<file path="config.mk">
export PLATFORM = sky130hd
export DESIGN_NAME = vga_cmd_serializer
export DESIGN_NICKNAME = d
export VERILOG_FILES = /design/src/rtl/vls_pkg.sv /design/src/rtl/vls_cmd_decode.sv /design/src/rtl/vls_pixel_lane.sv /design/src/rtl/vls_pin_drive.sv /design/src/rtl/vga_cmd_serializer.sv
export SDC_FILE = /design/constraint.sdc
export NUM_CORES = 1
export LEC_CHECK = 0
export ABC_AREA = 1
export BUFFER_PORTS_ARGS = -buffer_cell sky130_fd_sc_hd__buf_4
export CAP_MARGIN = 0
export CELL_PAD_IN_SITES_DETAIL_PLACEMENT = 1
export CELL_PAD_IN_SITES_GLOBAL_PLACEMENT = 1
export CORE_MARGIN = 3
export CORE_UTILIZATION = 30
export DETAILED_ROUTE_END_ITERATION = 10
export PLACE_DENSITY = 0.63
export RECOVER_POWER = 50
export SYNTH_ARGS = -nofsm -noshare
export SYNTH_HDL_FRONTEND = slang
export SYNTH_SLANG_ARGS = --single-unit
</file>
<file path="constraint.sdc">
create_clock -name clk -period 3 [get_ports clk]
set_input_delay 0.3 -clock clk [delete_from_list [all_inputs] [get_ports clk]]
set_output_delay 0.3 -clock clk [all_outputs]
set_load 0.01 [all_outputs]
</file>
<file path="src/rtl/vls_pkg.sv">
// Shared encodings and timing overheads for the command-word line serializer.
// Assumes 32-bit command words with the operation code in the top five bits.
package vls_pkg;
    localparam int OPC_W      = 5;
    localparam int SYNC_OVH   = 3;   // clocks added to a sync count
    localparam int BLANK_OVH  = 4;   // clocks added to a run length
    localparam int IRQ_CYCLES = 9;   // fixed length of an interrupt command
    localparam int PIX_OVH    = 2;   // pixels added to an output count

    localparam logic [OPC_W-1:0] OP_RUN  = 5'd0;
    localparam logic [OPC_W-1:0] OP_SYNC = 5'd1;
    localparam logic [OPC_W-1:0] OP_IRQ  = 5'd2;
    localparam logic [OPC_W-1:0] OP_OUT  = 5'd3;

    typedef enum logic [2:0] {
        M_IDLE,
        M_SYNC,
        M_RUN,
        M_IRQ,
        M_LEAD,
        M_PIX
    } mode_t;
endpackage

</file>
<file path="src/rtl/vls_cmd_decode.sv">
// Combinational decoder: turns one command word into the mode to enter, the
// countdown value for timed modes (length minus one), the run colour and the
// pixel count of an output command. Unknown codes become colour-0 runs.
module vls_cmd_decode
    import vls_pkg::*;
#(
    parameter int WORD_W = 32,
    parameter int RUN_W  = 16,
    parameter int PIX_W  = 8
) (
    input  logic [WORD_W-1:0] word_i,
    output mode_t             mode_o,
    output logic [RUN_W+1:0]  load_o,
    output logic [PIX_W-1:0]  colour_o,
    output logic [RUN_W:0]    pixels_o
);
    localparam int RUN_LSB = PIX_W;
    localparam int OPC_LSB = WORD_W - OPC_W;
    localparam logic [RUN_W+1:0] K_SYNC = (RUN_W+2)'(SYNC_OVH - 1);
    localparam logic [RUN_W+1:0] K_RUN  = (RUN_W+2)'(BLANK_OVH - 1);
    localparam logic [RUN_W+1:0] K_IRQ  = (RUN_W+2)'(IRQ_CYCLES - 1);
    localparam logic [RUN_W:0]   K_PIX  = (RUN_W+1)'(PIX_OVH);

    logic [OPC_W-1:0] opc;
    logic [RUN_W-1:0] count;
    logic [RUN_W-1:0] run_len;

    assign opc     = word_i[WORD_W-1 -: OPC_W];
    assign count   = word_i[RUN_W-1:0];
    assign run_len = word_i[RUN_LSB +: RUN_W];

    generate
        if (OPC_LSB > RUN_LSB + RUN_W) begin : g_spare
            logic unused_spare;
            assign unused_spare = ^word_i[OPC_LSB-1:RUN_LSB+RUN_W];
        end
    endgenerate

    // Select mode, countdown and colour from the operation code.
    always_comb begin
        mode_o   = M_RUN;
        load_o   = {2'b00, run_len} + K_RUN;
        colour_o = '0;
        pixels_o = {1'b0, count} + K_PIX;
        case (opc)
            OP_RUN:  colour_o = word_i[PIX_W-1:0];
            OP_SYNC: begin
                mode_o = M_SYNC;
                load_o = {2'b00, count} + K_SYNC;
            end
            OP_IRQ: begin
                mode_o = M_IRQ;
                load_o = K_IRQ;
            end
            OP_OUT: begin
                mode_o = M_LEAD;
                load_o = '0;
            end
            default: colour_o = '0;
        endcase
    end
endmodule

</file>
<file path="src/rtl/vls_pixel_lane.sv">
// Pixel unpacker: holds one data word, presents its low byte as the current
// pixel and shifts one byte down per pixel. A refill without data marks the
// group dark so it shows colour 0. Assumes WORD_W is a multiple of PIX_W.
module vls_pixel_lane #(
    parameter int WORD_W = 32,
    parameter int PIX_W  = 8
) (
    input  logic              clk,
    input  logic              rst_n,
    input  logic              refill_i,
    input  logic              refill_ok_i,
    input  logic              advance_i,
    input  logic [WORD_W-1:0] word_i,
    output logic [PIX_W-1:0]  pixel_o,
    output logic              last_o
);
    localparam int LANES = WORD_W / PIX_W;
    localparam int IDX_W = $clog2(LANES);

    logic [WORD_W-1:0] shreg_q;
    logic [IDX_W-1:0]  idx_q;
    logic              dark_q;

    // Load a new word or step to the next byte.
    always_ff @(posedge clk) begin
        if (!rst_n) begin
            shreg_q <= '0;
            idx_q   <= '0;
            dark_q  <= 1'b1;
        end else if (refill_i) begin
            idx_q  <= '0;
            dark_q <= !refill_ok_i;
            if (refill_ok_i) shreg_q <= word_i;
        end else if (advance_i) begin
            shreg_q <= shreg_q >> PIX_W;
            idx_q   <= idx_q + IDX_W'(1);
        end
    end

    assign pixel_o = dark_q ? '0 : shreg_q[PIX_W-1:0];
    assign last_o  = (idx_q == IDX_W'(LANES - 1));

    a_r6_refill_first: assert property (@(posedge clk) disable iff (!rst_n)
        refill_i |=> (idx_q == '0));
    a_r10_dark_group: assert property (@(posedge clk) disable iff (!rst_n)
        (refill_i && !refill_ok_i) |=> (pixel_o == '0));
endmodule

</file>
<file path="src/rtl/vls_pin_drive.sv">
// Output stage: picks the colour for the current mode, applies the sync
// polarity and gates the interrupt to the first interrupt clock.
module vls_pin_drive
    import vls_pkg::*;
#(
    parameter int PIX_W = 8
) (
    input  mode_t            mode_i,
    input  logic [PIX_W-1:0] run_colour_i,
    input  logic [PIX_W-1:0] pixel_i,
    input  logic             irq_first_i,
    input  logic             pos_sync_i,
    output logic [PIX_W-1:0] colour_o,
    output logic             hsync_o,
    output logic             irq_o
);
    logic sync_act;

    // Colour mux: runs and pixels drive data, all other modes are black.
    always_comb begin
        if (mode_i == M_RUN)      colour_o = run_colour_i;
        else if (mode_i == M_PIX) colour_o = pixel_i;
        else                      colour_o = '0;
    end

    assign sync_act = (mode_i == M_SYNC);
    assign hsync_o  = pos_sync_i ? sync_act : !sync_act;
    assign irq_o    = (mode_i == M_IRQ) && irq_first_i;
endmodule

</file>
<file path="src/rtl/vga_cmd_serializer.sv">
// Top of the command-word line serializer. A sequencer walks through timed
// modes (sync, colour run, interrupt) with a countdown and through output runs
// with a per-pixel hold timer and a pixel counter. cmd_ready_o depends only on
// state: it is high on command boundaries and on pixel-word refill slots.
// Assumes cpp_m2_i and pos_sync_i are static while a line is running.
module vga_cmd_serializer
    import vls_pkg::*;
#(
    parameter int WORD_W = 32,
    parameter int PIX_W  = 8,
    parameter int RUN_W  = 16,
    parameter int WAIT_W = 4
) (
    input  logic              clk,
    input  logic              rst_n,
    input  logic [WORD_W-1:0] cmd_data_i,
    input  logic              cmd_valid_i,
    output logic              cmd_ready_o,
    input  logic [WAIT_W-1:0] cpp_m2_i,
    input  logic              pos_sync_i,
    output logic [PIX_W-1:0]  colour_o,
    output logic              hsync_o,
    output logic              irq_o
);
    localparam logic [RUN_W+1:0] IRQ_FIRST = (RUN_W+2)'(IRQ_CYCLES - 1);
    localparam logic [RUN_W:0]   REM_ONE   = (RUN_W+1)'(1);

    mode_t            mode_q, dec_mode;
    logic [RUN_W+1:0] cnt_q, dec_load;
    logic [PIX_W-1:0] rcol_q, dec_col, pixel;
    logic [RUN_W:0]   rem_q, dec_pix;
    logic [WAIT_W:0]  hold_q, hold_load;
    logic             timed, pix_edge, rem_one, last_lane;
    logic             cmd_end, pix_slot, advance;

    vls_cmd_decode #(.WORD_W(WORD_W), .RUN_W(RUN_W), .PIX_W(PIX_W)) u_dec (
        .word_i   (cmd_data_i),
        .mode_o   (dec_mode),
        .load_o   (dec_load),
        .colour_o (dec_col),
        .pixels_o (dec_pix)
    );

    vls_pixel_lane #(.WORD_W(WORD_W), .PIX_W(PIX_W)) u_lane (
        .clk         (clk),
        .rst_n       (rst_n),
        .refill_i    (pix_slot),
        .refill_ok_i (cmd_valid_i),
        .advance_i   (advance),
        .word_i      (cmd_data_i),
        .pixel_o     (pixel),
        .last_o      (last_lane)
    );

    vls_pin_drive #(.PIX_W(PIX_W)) u_pins (
        .mode_i       (mode_q),
        .run_colour_i (rcol_q),
        .pixel_i      (pixel),
        .irq_first_i  (cnt_q == IRQ_FIRST),
        .pos_sync_i   (pos_sync_i),
        .colour_o     (colour_o),
        .hsync_o      (hsync_o),
        .irq_o        (irq_o)
    );

    assign hold_load = {1'b0, cpp_m2_i} + (WAIT_W+1)'(1);
    assign timed     = (mode_q == M_SYNC) || (mode_q == M_RUN) || (mode_q == M_IRQ);
    assign pix_edge  = (mode_q == M_PIX) && (hold_q == '0);
    assign rem_one   = (rem_q == REM_ONE);
    assign cmd_end   = (mode_q == M_IDLE) || (timed && cnt_q == '0) || (pix_edge && rem_one);
    assign pix_slot  = (mode_q == M_LEAD) || (pix_edge && !rem_one && last_lane);
    assign advance   = pix_edge && !rem_one && !last_lane;
    assign cmd_ready_o = cmd_end || pix_slot;

    // Sequencer: start a new command at a boundary, otherwise count down.
    always_ff @(posedge clk) begin
        if (!rst_n) begin
            mode_q <= M_IDLE;
            cnt_q  <= '0;
            rcol_q <= '0;
            rem_q  <= '0;
            hold_q <= '0;
        end else if (cmd_end) begin
            if (cmd_valid_i) begin
                mode_q <= dec_mode;
                cnt_q  <= dec_load;
                rcol_q <= dec_col;
                rem_q  <= dec_pix;
            end else begin
                mode_q <= M_IDLE;
            end
        end else begin
            case (mode_q)
                M_SYNC, M_RUN, M_IRQ: cnt_q <= cnt_q - (RUN_W+2)'(1);
                M_LEAD: begin
                    mode_q <= M_PIX;
                    hold_q <= hold_load;
                end
                M_PIX: begin
                    if (hold_q == '0) begin
                        rem_q  <= rem_q - (RUN_W+1)'(1);
                        hold_q <= hold_load;
                    end else begin
                        hold_q <= hold_q - (WAIT_W+1)'(1);
                    end
                end
                default: mode_q <= M_IDLE;
            endcase
        end
    end

    a_r4_irq_single: assert property (@(posedge clk) disable iff (!rst_n)
        irq_o |=> !irq_o);
    a_r2_sync_black: assert property (@(posedge clk) disable iff (!rst_n)
        (hsync_o == pos_sync_i) |-> (colour_o == '0));
    a_r8_no_gap: assert property (@(posedge clk) disable iff (!rst_n)
        (cmd_end && cmd_valid_i) |=> (mode_q != M_IDLE));
    a_r9_idle_quiet: assert property (@(posedge clk) disable iff (!rst_n)
        (mode_q == M_IDLE) |-> (colour_o == '0 && !irq_o && cmd_ready_o));
    a_r5_hold_range: assert property (@(posedge clk) disable iff (!rst_n)
        (mode_q == M_PIX) |-> (hold_q <= hold_load));
    a_r12_run_ends: assert property (@(posedge clk) disable iff (!rst_n)
        (pix_edge && rem_one) |=> (mode_q != M_PIX));
endmodule

</file>
# After elaboration in Yosys (flattened, before gate mapping)
# Cells that the tools add are included.
dict set report word_totals {
  regBits 86
  inputBits 40
  out_inout_bits 11
  wordCells 88
}
dict set report op_classes {
  addsub 8
  eq_ne 14
  muxes 22
  bitwise 2
  reduce_logical 34
}
# op n
set op_table {}
lappend op_table {{32-bit 2-to-1 mux} 3}
lappend op_table {{17-bit 2-to-1 mux} 4}
lappend op_table {{18-bit 2-to-1 mux} 3}
lappend op_table {{18-bit one-hot mux with 3 select lines} 1}
lappend op_table {{16-bit by 2-bit adder with 17-bit output, second input constant} 3}
lappend op_table {{8-bit 2-to-1 mux} 4}
lappend op_table {{18-bit by 4-bit equality test with 1-bit output, second input constant} 1}
lappend op_table {{18-bit zero test} 1}
lappend op_table {{18-bit by 1-bit subtractor with 18-bit output, second input constant} 1}
lappend op_table {{17-bit by 1-bit equality test with 1-bit output, second input constant} 1}
lappend op_table {{17-bit by 1-bit subtractor with 17-bit output, second input constant} 1}
lappend op_table {{5-bit by 2-bit equality test with 1-bit output, second input constant} 2}
lappend op_table {{5-bit zero test} 2}
lappend op_table {{5-bit one-hot mux with 2 select lines} 1}
lappend op_table {{2-bit nonzero test} 5}
lappend op_table {{3-bit one-hot mux with 3 select lines} 1}
lappend op_table {{2-bit AND reduction} 4}
lappend op_table {{1-bit logical AND} 7}
lappend op_table {{3-bit by 2-bit equality test with 1-bit output, second input constant} 2}
lappend op_table {{3-bit equality test, second input constant} 2}
lappend op_table {{1-bit logical OR} 6}
lappend op_table {{3-bit 2-to-1 mux} 2}
lappend op_table {{3-bit one-hot mux with 2 select lines} 1}
lappend op_table {{4-bit by 1-bit adder with 5-bit output, second input constant} 1}
lappend op_table {{16 further kinds} 21}

# Depth between registers and ports, before layout
# Gate-level depths: netlist (run 1).
dict set report depth {
  word_depth 8
  mapped_depth 14
  mapped_depth_nobuf 14
}

# Modules after synthesis
# Synthesis (run 1) repeated with hierarchy kept, for this count alone.
dict set report hier_totals {
  hier_cells 1103
  hier_area_um2 6537.5
}
# module instances cells_per_inst area_each_um2 seq_area_each_um2
set by_module_without_submodules {}
lappend by_module_without_submodules {vga_cmd_serializer 1 551 3370.7 1021.0}
lappend by_module_without_submodules {vls_pixel_lane 1 295 1825.5 700.7}
lappend by_module_without_submodules {vls_cmd_decode 1 219 1112.3 0.0}
lappend by_module_without_submodules {vls_pin_drive 1 38 229.0 0.0}

# Least setup slack after synthesis (run 1)
# OpenSTA, ideal clock, no wires.
dict set report synth_timing {
  path_type {reg-to-output}
  from {register cnt_q[0]}
  to {output cmd_ready_o}
  arrival_time_ps 1467
  t_required_ps 2700
  setup_slack_ps 1233
  stages_incl_launch_ff 12
  path_buffers 1
  cell_sequence {dfxtp_1 > inv_1 > ha_1 > nand2_2 > nor2_2 > nand3_1 > nand2_1 > inv_2 > nand2_4 > inv_1 > buf_4 > nand2_1}
}
dict set report synth_between {
  elab_chain_cells 5
}
# item line_no
set synth_rtl {}
lappend synth_rtl {{from (decl)} vga_cmd_serializer.sv:29} ;# logic [RUN_W+1:0] cnt_q, dec_load;
lappend synth_rtl {{from (signal assigned)} vga_cmd_serializer.sv:86} ;# cnt_q <= dec_load;
lappend synth_rtl {{from (signal assigned)} vga_cmd_serializer.sv:94} ;# M_SYNC, M_RUN, M_IRQ: cnt_q <= cnt_q - (RUN_W+2)'(1);
lappend synth_rtl {{18-bit zero test} vga_cmd_serializer.sv:70} ;# assign cmd_end = (mode_q == M_IDLE) || (timed && cnt_q == '0) || (pix_edge && rem_one);
lappend synth_rtl {{1-bit logical AND} vga_cmd_serializer.sv:70}
lappend synth_rtl {{1-bit logical OR (2 in series)} vga_cmd_serializer.sv:70}
lappend synth_rtl {{1-bit logical OR} vga_cmd_serializer.sv:73} ;# assign cmd_ready_o = cmd_end || pix_slot;
lappend synth_rtl {{to (decl)} vga_cmd_serializer.sv:18} ;# output logic cmd_ready_o,
# No other way between the ends.

# Worst setup path in the final report (run 1)
dict set report layout_timing {
  from {register mode_q[0]}
  to {output cmd_ready_o}
}
dict set report layout_between {
  elab_chain_cells 7
  word_cells_on_any_way 17
  classes_between {5 x eq/ne; 12 x reduce/logical}
}
# item line_no
set layout_rtl {}
lappend layout_rtl {{from (decl)} vga_cmd_serializer.sv:28} ;# mode_t mode_q, dec_mode;
lappend layout_rtl {{from (signal assigned)} vga_cmd_serializer.sv:85} ;# mode_q <= dec_mode;
lappend layout_rtl {{3-bit by 1-bit equality test with 1-bit output or 3-bit by 2-bit equality test with 1-bit output (tied branches)} vga_cmd_serializer.sv:67} ;# assign timed = (mode_q == M_SYNC) || (mode_q == M_RUN) || (mode_q == M_IRQ);
lappend layout_rtl {{1-bit logical OR (2 in series)} vga_cmd_serializer.sv:67}
lappend layout_rtl {{1-bit logical AND} vga_cmd_serializer.sv:70}
lappend layout_rtl {{1-bit logical OR (2 in series)} vga_cmd_serializer.sv:70}
lappend layout_rtl {{1-bit logical OR *} vga_cmd_serializer.sv:73}
# Mark *: on every way between the ends. The rest lies on a longest branch, timed or not.

==> key figures, run 1 <==
Synth
  – Register area share after synthesis: 26.79%
  – Yosys Warn Count: 0
  – Xor/xnor share of the synthesized area: 5.178%
  – Unique masters post-synth: 39
  – Largest area contributor in the netlist: dfxtp_1
  – Compound-gate portion of the synthesized area: 8.410%
  – Syn Inst Count: 1100
  – Post-synth top area share: a little over a quarter
  – FF+latch count, synth: 86
  – Largest family of logic cells by synthesized area: simple AND/OR/NAND/NOR gates
  – Post-Synthesis Cell Area: 6427 µm²
  – Mux cell area share after synthesis: 0%
  – Cells taking the most area after synthesis: dfxtp_1 (27%), nand2_1 (22%), nor2_1 (11%)
  – Syn avg cell area: between 5 and 6 µm²
  – Syn_nets: 1150
  – Synth Area in Simple Gates: roughly 46%
  – Adder-cell share of the synthesized area: under 10%

Clocking
  – CTS Buffer Depth: 2
  – Clock slew at reported path FFs: 0.08 ns
  – CTS root buffer: clkbuf_16
  – Clk sink count: 86
  – CTS tree: built
  – Clock latency on the worst-skew pair: roughly 0.36 ns
  – Resized cells post-CTS: 0
  – Hold-fix buffers at CTS: 0
  – CTS Buf Count: 9
  – H-Tree Depth: 3
  – Postcts setup bufs: 0

Detailed routing
  – Per-cell routed wire length: around 16 µm
  – DRT Pass-1 Iters: 5
  – Antenna-violating nets left: 0
  – Drt drc: 0
  – Vias: 6718
  – Routed WL: roughly 22 mm
  – DR vias/cell: 4.778
  – DR iter-0 viols: 383

Critical path
  – CP endpoint kind: primary output
  – Critical Path AT: 2.36 ns
  – CP max-delay cell: dfxtp_1
  – Critical path cell sequence: inv_1 > nor2_4 > nand2_2 > nor2_4 > nand4_4 > nand2_4 > inv_1 > nand2_1 > buf_4
  – Req. time, crit path: between 2 and 3 ns
  – CP max FO: 21
  – Crit path kind: register to primary output
  – Worst setup SP type: register
  – Crit path largest cell delay: 0.35 ns
  – FF-to-FF Start: mode_q[0]
  – Worst setup startpoint: mode_q[0]

Placement
  – DP Wirelength: 17.46 mm
  – Port Buffer Count: 50
  – GP Congestion: 0.8699
  – Dpl cell area: around 7000 µm²
  – DP Cell Count: around 1.4k

Power
  – Leak: 0.003594 µW
  – Power, Total: 3395 µW
  – Peak supply drop: 313.4 µV
  – Pwr Density: 470.0 nW/µm²

Cells and area
  – Filler Cells Inserted: 2783
  – Share of layout cells above drive strength 1: 8.363%
  – Nets: ~1.2k
  – Fin area: around 7200 µm²
  – Diodes inserted: 0
  – Layout Area Growth over Synthesis: 12.40%
  – Final non-filler cell total: 1406

Flow run
  – Total of max-cap violations: 0

Run status
  – Status: finished clean

Timing
  – Worst-Margin Slew: between 1 and 1.5 ns
  – Fin. Hold Viols: 0
  – Clock skew: 0.01226 ns
  – Tmin final: ~2.7 ns
  – Final Max Tran Viols: 0
  – F_max: 375.8 MHz
  – Setup TNS: 0 ns
  – RSZ-0062 raised after global routing: false
  – Ratio of final minimum period to clock period: 88.71%
  – Slew margin rel.: approximately a third
  – Final Setup Violations: 0

Floorplan
  – Site Rows: 52
  – Die W: 152.4 µm
  – Die H: 152.4 µm
  – Core Region: 20620 µm²
  – Initial core utilization: 31.16%
  – Die area: 23220 µm²
  – Top-level port count: 51

GRT
  – First-pass GRT wire length: 36.65 mm
  – GR Overflow Total: 0
  – Vias in the first global route: 6768
  – GRT Util Overall: 19.36%
  – Initial antenna violation count: 0
  – Largest net degree at the start of global routing: 59

Hold path
  – Hold crit path type: input port to register
  – Worst hold start: cmd_data_i[29]
state kept, by name (all words and copies together), names as in the netlist:
name	count
u_lane.shreg_q	32
u_lane.dark_q	1
hold_q	5
rem_q	17
cnt_q	18
mode_q	3
rcol_q	8
u_lane.idx_q	2
worst max-delay path, delay by kind of cell (launching register included):
family                 cells  cell delay [ns]
and+or+nand+nor            6             1.08
buffers and inverters      3             0.57
DFF                        1             0.35
final timing paths:
kind | endpoint | slack, ns | cells after the start
worst max-delay path | cmd_ready_o | 0.34 | 9
worst min-delay path | u_lane.shreg_q[29] | 0.24 | 3
worst max register to register | rem_q[9] | 0.43 | 11
worst min register to register | u_lane.shreg_q[30] | 0.47 | 2
layer usage:
metal / wire length (µm) / track usage (%) / share of wire (%) / vias to the layer above
met5: 0 / 0 / 0 / -
met4: 286 / 4.623 / 1.3 / 0
met3: 633 / 2.556 / 2.8 / 17
met2: 10170 / 31.20 / 45 / 96
met1: 11290 / 27.53 / 50 / 3105
li1: - / - / - / 3500
stage by stage:
step	utilization [%]	setup slack, ns	hold slack, ns
finish	35.03	0.3387	0.2371
global route	35.03	0.1310	0.2338
CTS	35.26	0.3760	0.2155
global placement	33.84	0.6915	0.4533
detailed placement	33.84	0.6033	0.4576
floorplan	-	1.233	0.4297
power by group:
part,leakage [µW],internal [µW],switching [µW]
sequential,0.000702,1210,68.5
clock,0.000146,591,577
combinational,0.00275,314,634
placed cells by master (no fill, tap or decap), types with 3 or more instances in the layout:
master | synthesis | layout
nand2_1 | 370 | 373
nor2_1 | 187 | 187
inv_1 | 116 | 117
dfxtp_1 | 86 | 86
nand3_1 | 80 | 80
buf_4 | 6 | 53
o21ai_0 | 41 | 41
xor2_1 | 32 | 32
a21oi_1 | 32 | 32
nand4_1 | 22 | 22
nand3b_1 | 11 | 11
ha_1 | 10 | 10
o21ai_1 | 9 | 9
clkbuf_16 | 0 | 9
clkbuf_1 | 14 | 8
nor3_1 | 7 | 7
xnor2_1 | 6 | 6
o31ai_1 | 6 | 6
inv_6 | 0 | 5
nand2_4 | 4 | 4
o211ai_1 | 4 | 4
nor2_2 | 4 | 4
inv_2 | 4 | 3
nor2_4 | 3 | 3
and2_1 | 3 | 3
cell type report:
type / count / area (µm²) / area share (%)
Inverter: 121 / 454.2 / 6.287
Timing Repair Buffer: 63 / 452.9 / 6.269
Sequential cell: 86 / 1722 / 23.83
Multi-Input combinational cell: 850 / 3966 / 54.90
Tap cell: 270 / 337.8 / 4.676
Clock inverter: 7 / 66.31 / 0.9179
Clock buffer: 9 / 225.2 / 3.117
cells in the mapped netlist, drive strengths merged:
cell type and n:
o21ai 52, o31ai 6, ha 10, nand2 379
nor3 8, xnor2 6, o211ai 4, or2 1
and2 3, xor2 32, o22ai 2, a21oi 32
nand4 23, o32ai 2, nor2 194, nand3 82
clkinv 1, nand3b 12, buf 29, clkbuf 14
inv 120, nor4 1, a22oi 1, dfxtp 86
logic make-up after synthesis:
group | after synthesis
adder cells (fa/ha/maj) | 10
AO/OA/AOI/OAI | 99
flip-flops | 86
buffers and inverters | 164
AND/OR/NAND/NOR | 703
XOR/XNOR | 38
No activity file was read; power rests on OpenSTA's default activity.
==> run 2, diff against run 1 <==
--- a/config.mk
+++ b/config.mk
@@ -13,6 +13,7 @@
 export CORE_MARGIN = 3
 export CORE_UTILIZATION = 30
 export DETAILED_ROUTE_END_ITERATION = 10
+export GPL_TIMING_DRIVEN = 0
 export PLACE_DENSITY = 0.63
 export RECOVER_POWER = 50
 export SYNTH_ARGS = -nofsm -noshare
==> key figures, run 2 (synthesized netlist as in run 1, its figures left out) <==
GRT
  – GRT Util Overall: 21.12% (+1.8 points)
  – GR Overflow Total: 0 (unchanged)
  – Initial antenna violation count: 0 (unchanged)
  – Vias in the first global route: 6929 (+2.4%)
  – Largest net degree at the start of global routing: 17 (-71%)
  – First-pass GRT wire length: 39.03 mm (+6.5%)

Floorplan
  – Core Region: 20620 µm² (unchanged)
  – Site Rows: 52 (unchanged)
  – Initial core utilization: 31.16% (unchanged)
  – Top-level port count: 51 (unchanged)
  – Die area: 23220 µm² (unchanged)
  – Die H: 152.4 µm (unchanged)
  – Die W: 152.4 µm (unchanged)

Cells and area
  – Largest registers: u_lane.shreg_q: 32 flops, cnt_q: 18 flops, rem_q: 17 flops
  – Final non-filler cell total: 1434 (+2.0%)
  – Share of layout cells above drive strength 1: 8.849% (+0.49 points)
  – Layout Area Growth over Synthesis: 14.64%
  – Most frequent cells in the layout: nand2_1 (374), nor2_1 (188), inv_1 (118)
  – Max reg flops: 32 (unchanged)
  – Diodes inserted: 0 (unchanged)
  – Most flop-heavy register: u_lane.shreg_q
  – Fin area: 7368 µm² (+2.0%)
  – Commonest non-fill, non-tap cell in the layout: nand2_1
  – Final core utilization: 35.73% (+0.70 points)
  – Nets: 1209 (+2.4%)

Critical path
  – CP endpoint kind: register
  – Crit path kind: register to register
  – Critical Path AT: 3.00 ns (+0.64 ns)
  – CP max FO: 10 (-52%)
  – Worst setup SP type: register
  – Req. time, crit path: 3.30 ns (+0.60 ns)

Power
  – Peak supply drop: 263.1 µV (-16%)
  – Leak: 0.003672 µW (+2.1%)
  – Pwr Density: 485.3 nW/µm² (+3.3%)
  – Power, Total: 3576 µW (+5.3%)

Timing
  – Ratio of final minimum period to clock period: 89.95% (+1.2 points)
  – Setup TNS: 0 ns (unchanged)
  – Final Max Tran Viols: 0 (unchanged)
  – Slew margin rel.: 41.27% (+9.8 points)
  – Clock skew: 0.008091 ns (-0.004164 ns)
  – F_max: 370.6 MHz (-1.4%)
  – Tmin final: 2.698 ns (+0.03707 ns)
  – RSZ-0062 raised after global routing: false
  – Fin. Hold Viols: 0 (unchanged)
  – Worst-Margin Slew: 0.8777 ns (-0.1432 ns)
  – Final Setup Violations: 0 (unchanged)

Clocking
  – CTS tree: built
  – H-Tree Depth: 3 (unchanged)
  – CTS root buffer: clkbuf_16
  – Hold-fix buffers at CTS: 0 (unchanged)
  – CTS Buffer Depth: 2 (unchanged)
  – Resized cells post-CTS: 0 (unchanged)
  – Postcts setup bufs: 0 (unchanged)
  – CTS Buf Count: 9 (unchanged)
  – Clock latency on the worst-skew pair: 0.37 ns (about the same)
  – Clk sink count: 86 (unchanged)
  – Clock slew at reported path FFs: 0.08 ns (about the same)

Detailed routing
  – DR iter-0 viols: 345 (-9.9%)
  – Routed WL: 24.32 mm (+8.7%)
  – DR vias/cell: 4.847 (+1.4%)
  – Antenna-violating nets left: 0 (unchanged)
  – Vias: 6950 (+3.5%)
  – Drt drc: 0 (unchanged)
  – Per-cell routed wire length: 16.96 µm (+6.6%)
  – DRT Pass-1 Iters: 5 (unchanged)

Hold path
  – Hold crit path type: input port to register

Placement
  – DP Cell Count: 1418 (+2.0%)
  – Dpl cell area: 7126 µm² (+2.1%)
  – GP Congestion: 0.8508 (-2.2%)
  – DP Wirelength: 19.37 mm (+11%)
  – Port Buffer Count: 48 (-4.0%)

Flow run
  – Total of max-cap violations: 0 (unchanged)

Run status
  – Status: finished clean
-- run 2: cell types whose count changed in the layout (fill, tap and decap cells not counted), sizes merged --
cell and delta:
inv -3, clkbuf +14, buf +14, clkinvlp +1, bufinv +2
-- run 2: routing by layer --
layer  up-vias  global-route usage (%)  wire (µm)
li1       3568                       -          -
met1      3278                   29.88      12170
met2        86                   34.59      11200
met3        18                   2.016        594
met4         0                   5.437        359
met5         -                       0          0
-- run 2: power by group --
group / internal (µW) / switching, µW / total, µW / leakage (µW)
logic: 324 / 648 / 972 / 0.00281
registers: 1210 / 68.2 / 1280 / 0.000702
clock network: 744 / 581 / 1320 / 0.000157
-- run 2: layout make-up --
cell class / count / area, µm²
Sequential cell: 86 / 1722
Multi-Input combinational cell: 850 / 3941
Buffer: 43 / 225.2
Fill cell: 2800 / 13260
Tap cell: 270 / 337.8
Clock buffer: 9 / 225.2
Clock inverter: 7 / 102.6
Timing Repair Buffer: 48 / 360.3
Inverter: 121 / 454.2
-- run 2: through the flow --
step | setup WS, ns | hold WS, ns
after floorplan | 1.233 | 0.4297
after global placement | 0.7096 | 0.4491
after detailed placement | 0.7183 | 0.4514
after CTS | 0.2625 | 0.2018
after global routing | 0.07827 | 0.2304
final | 0.3016 | 0.2179
-- run 2: path summary, 6_finish.rpt --
kind | from | end | slack (ns) | depth (start not counted)
max | cnt_q[0] | rem_q[6] | 0.30 | 14
min | cmd_data_i[25] | u_lane.shreg_q[25] | 0.22 | 3
max reg2reg | cnt_q[0] | rem_q[6] | 0.30 | 14
min reg2reg | rcol_q[3] | rcol_q[3] | 0.46 | 2
-- run 2: critical path: stages (launching register included) --
cell and delay [ns]:
dfxtp_1 0.35, inv_1 0.11, ha_1 0.25, nand2_2 0.12
nor2_1 0.21, nand3_1 0.12, nand2_1 0.09, inv_2 0.08
nand2_4 0.09, clkbuf_2 0.24, clkbuf_1 0.50, nand2_1 0.20
o21ai_1 0.12, nor2_1 0.05, nor2_1 0.10
==> run 3, diff against run 2 <==
==> constraint.sdc (replaced) <==
create_clock -name clk -period 3 [get_ports clk]
set_input_delay 0.15 -clock clk [delete_from_list [all_inputs] [get_ports clk]]
set_output_delay 0.15 -clock clk [all_outputs]
set_load 0.01 [all_outputs]
==> key figures, run 3 (synthesized netlist as in run 1, its figures left out) <==
GRT
  – GRT Util Overall: 21.12% (unchanged)
  – Initial antenna violation count: 0 (unchanged)
  – Largest net degree at the start of global routing: 17 (unchanged)
  – First-pass GRT wire length: 39.03 mm (unchanged)
  – Vias in the first global route: 6929 (unchanged)
  – GR Overflow Total: 0 (unchanged)

Timing
  – Tmin final: 2.654 ns (-0.04417 ns)
  – Clock skew: 0.006699 ns (-0.001392 ns)
  – Ratio of final minimum period to clock period: 88.47% (-1.5 points)
  – RSZ-0062 raised after global routing: false
  – Worst-Margin Slew: 0.8281 ns (-0.04961 ns)
  – F_max: 376.8 MHz (+1.7%)
  – Fin. Hold Viols: 0 (unchanged)
  – Final Setup Violations: 0 (unchanged)
  – Final Max Tran Viols: 0 (unchanged)
  – Slew margin rel.: 44.59% (+3.3 points)
  – Setup TNS: 0 ns (unchanged)

Clocking
  – Clock latency on the worst-skew pair: 0.36 ns (about the same)
  – Postcts setup bufs: 0 (unchanged)
  – Hold-fix buffers at CTS: 0 (unchanged)
  – Clk sink count: 86 (unchanged)
  – CTS root buffer: clkbuf_16
  – CTS Buf Count: 9 (unchanged)
  – Clock slew at reported path FFs: 0.07 ns (about the same)
  – Resized cells post-CTS: 0 (unchanged)
  – H-Tree Depth: 3 (unchanged)
  – CTS tree: built
  – CTS Buffer Depth: 2 (unchanged)

Critical path
  – Crit path kind: register to primary output
  – FF-to-FF path depth: 14 (unchanged)
  – CP max-delay cell: dfxtp_1
  – R2R Path End: cnt_q[0]
  – CP max FO: 10 (unchanged)
  – Critical path cell sequence: inv_1 > ha_1 > nand2_2 > nor2_1 > nand3_1 > nand2_1 > inv_1 > nand2_4 > inv_1 > buf_4 > nand2_1 > buf_4
  – Worst setup SP type: register
  – Critical Path AT: 2.50 ns (-0.50 ns)
  – Worst setup endpoint: cmd_ready_o
  – Most used cell, CP: inv_1
  – Worst setup startpoint: cnt_q[0]
  – FF-to-FF Start: cnt_q[0]
  – Req. time, crit path: 2.85 ns (-0.45 ns)
  – CP endpoint kind: primary output
  – Reg2reg setup slack: 0.38 ns (+0.08 ns)
  – Crit path largest cell delay: 0.39 ns (-0.11 ns)

Run status
  – Status: finished clean

Power
  – Peak supply drop: 262.4 µV (-0.29%)
  – Share of total power in sequential cells: 35.7% (about the same)
  – Leak: 0.003675 µW (about the same)
  – Cell internal pwr: 2286 µW (+0.29%)
  – Switch Pwr: 1295 µW (-0.11%)
  – Sw frac: 36.17% (-0.092 points)
  – Pwr Density: 484.7 nW/µm² (-0.13%)
  – Clock power share: 36.9% (about the same)
  – Gate power share: 27.4% (+0.2 points)

Cells and area
  – Nets: 1209 (unchanged)
  – Commonest non-fill, non-tap cell in the layout: nand2_1
  – Most frequent cells in the layout: nand2_1 (373), nor2_1 (189), inv_1 (118)
  – Final non-filler cell total: 1434 (unchanged)
  – Final core utilization: 35.82% (+0.097 points)
  – Share of layout cells above drive strength 1: 8.849% (unchanged)
  – Max reg flops: 32 (unchanged)
  – Largest registers: u_lane.shreg_q: 32 flops, cnt_q: 18 flops, rem_q: 17 flops
  – Diodes inserted: 0 (unchanged)
  – Layout Area Growth over Synthesis: 14.95%
  – Most flop-heavy register: u_lane.shreg_q

Flow run
  – Total of max-cap violations: 0 (unchanged)

Floorplan
  – Die W: 152.4 µm (unchanged)
  – Initial core utilization: 31.16% (unchanged)
  – Top-level port count: 51 (unchanged)
  – Site Rows: 52 (unchanged)
  – Die H: 152.4 µm (unchanged)
  – Core Region: 20620 µm² (unchanged)
  – Die area: 23220 µm² (unchanged)

Hold path
  – Hold crit path type: input port to register

Detailed routing
  – DR vias/cell: 4.833 (-0.27%)
  – DRT Pass-1 Iters: 6 (+1)
  – Antenna-violating nets left: 0 (unchanged)
  – Routed WL: 24.33 mm (about the same)
  – Drt drc: 0 (unchanged)
  – DR iter-0 viols: 329 (-4.6%)
  – Vias: 6931 (-0.27%)
  – Per-cell routed wire length: 16.97 µm (about the same)

Placement
  – GP Congestion: 0.8508 (unchanged)
  – Port Buffer Count: 48 (unchanged)
  – DP Cell Count: 1418 (unchanged)
  – DP Wirelength: 19.37 mm (unchanged)
-- run 3: cell types whose count changed in the layout (fill, tap and decap cells not counted), sizes merged --
| cell | before | now |
|---|---|---|
| buf | 68 | 67 |
| clkbuf | 32 | 33 |
-- run 3: worst min path at each step --
| stage | from | depth (start not counted) | end | slack [ns] |
|---|---|---|---|---|
| detailed placement | cmd_data_i[25] | 3 | u_lane.shreg_q[25] | 0.45 |
| CTS | cmd_data_i[25] | 3 | u_lane.shreg_q[25] | 0.05 |
| floorplan | cmd_data_i[24] | 2 | u_lane.shreg_q[24] | 0.31 |
| finish | cmd_data_i[25] | 3 | u_lane.shreg_q[25] | 0.07 |
| global placement | cmd_data_i[24] | 3 | u_lane.shreg_q[24] | 0.44 |
| global route | cmd_data_i[25] | 3 | u_lane.shreg_q[25] | 0.08 |
-- run 3: final cells by class --
type,count,area [µm²]
multi-input cells,850,3941
inverters,121,454.2
flip-flops and latches,86,1722
repair buffers,48,341.6
plain buffers,43,264.0
fillers,2794,13240
clock buffers,9,225.2
well taps,270,337.8
clock inverters,7,102.6
-- run 3: per-layer routing --
metal	vias to the layer above	wire [µm]	GRT usage (%)	share of wire, %
met4	0	354	5.437	1.5
met3	18	483	2.016	2.0
met1	3276	12310	29.88	51
met5	-	0	0	0
li1	3564	-	-	-
met2	73	11180	34.59	46
-- run 3: power groups by stage --
stage | clock, µW | sequential [µW] | combinational [µW]
2_1_floorplan | 0 | 1280 | 680
3_3_place_gp | 0 | 1300 | 977
3_5_place_dp | 0 | 1300 | 987
4_1_cts | 1350 | 1280 | 994
5_1_grt | 1390 | 1290 | 1120
6_report | 1320 | 1280 | 980
-- run 3: metrics by stage --
step | instance area, µm² | total power [µW] | hold WS, ns | worst slack [ns]
floorplan | 6427 | 1963 | 0.3134 | 1.283
global placement | 7126 | 2281 | 0.4398 | 0.7846
detailed placement | 7126 | 2291 | 0.4470 | 0.7616
CTS | 7453 | 3626 | 0.05179 | 0.4125
global route | 7388 | 3792 | 0.07636 | 0.1401
finish | 7388 | 3581 | 0.06524 | 0.3458
-- run 3: critical path: cells and delay by family (launching register included) --
| family | cells | cell delay, ns |
|---|---|---|
| adder cells (fa/ha/maj) | 1 | 0.26 |
| flip-flops | 1 | 0.39 |
| buffers and inverters | 5 | 0.91 |
| AND/OR/NAND/NOR | 6 | 0.56 |
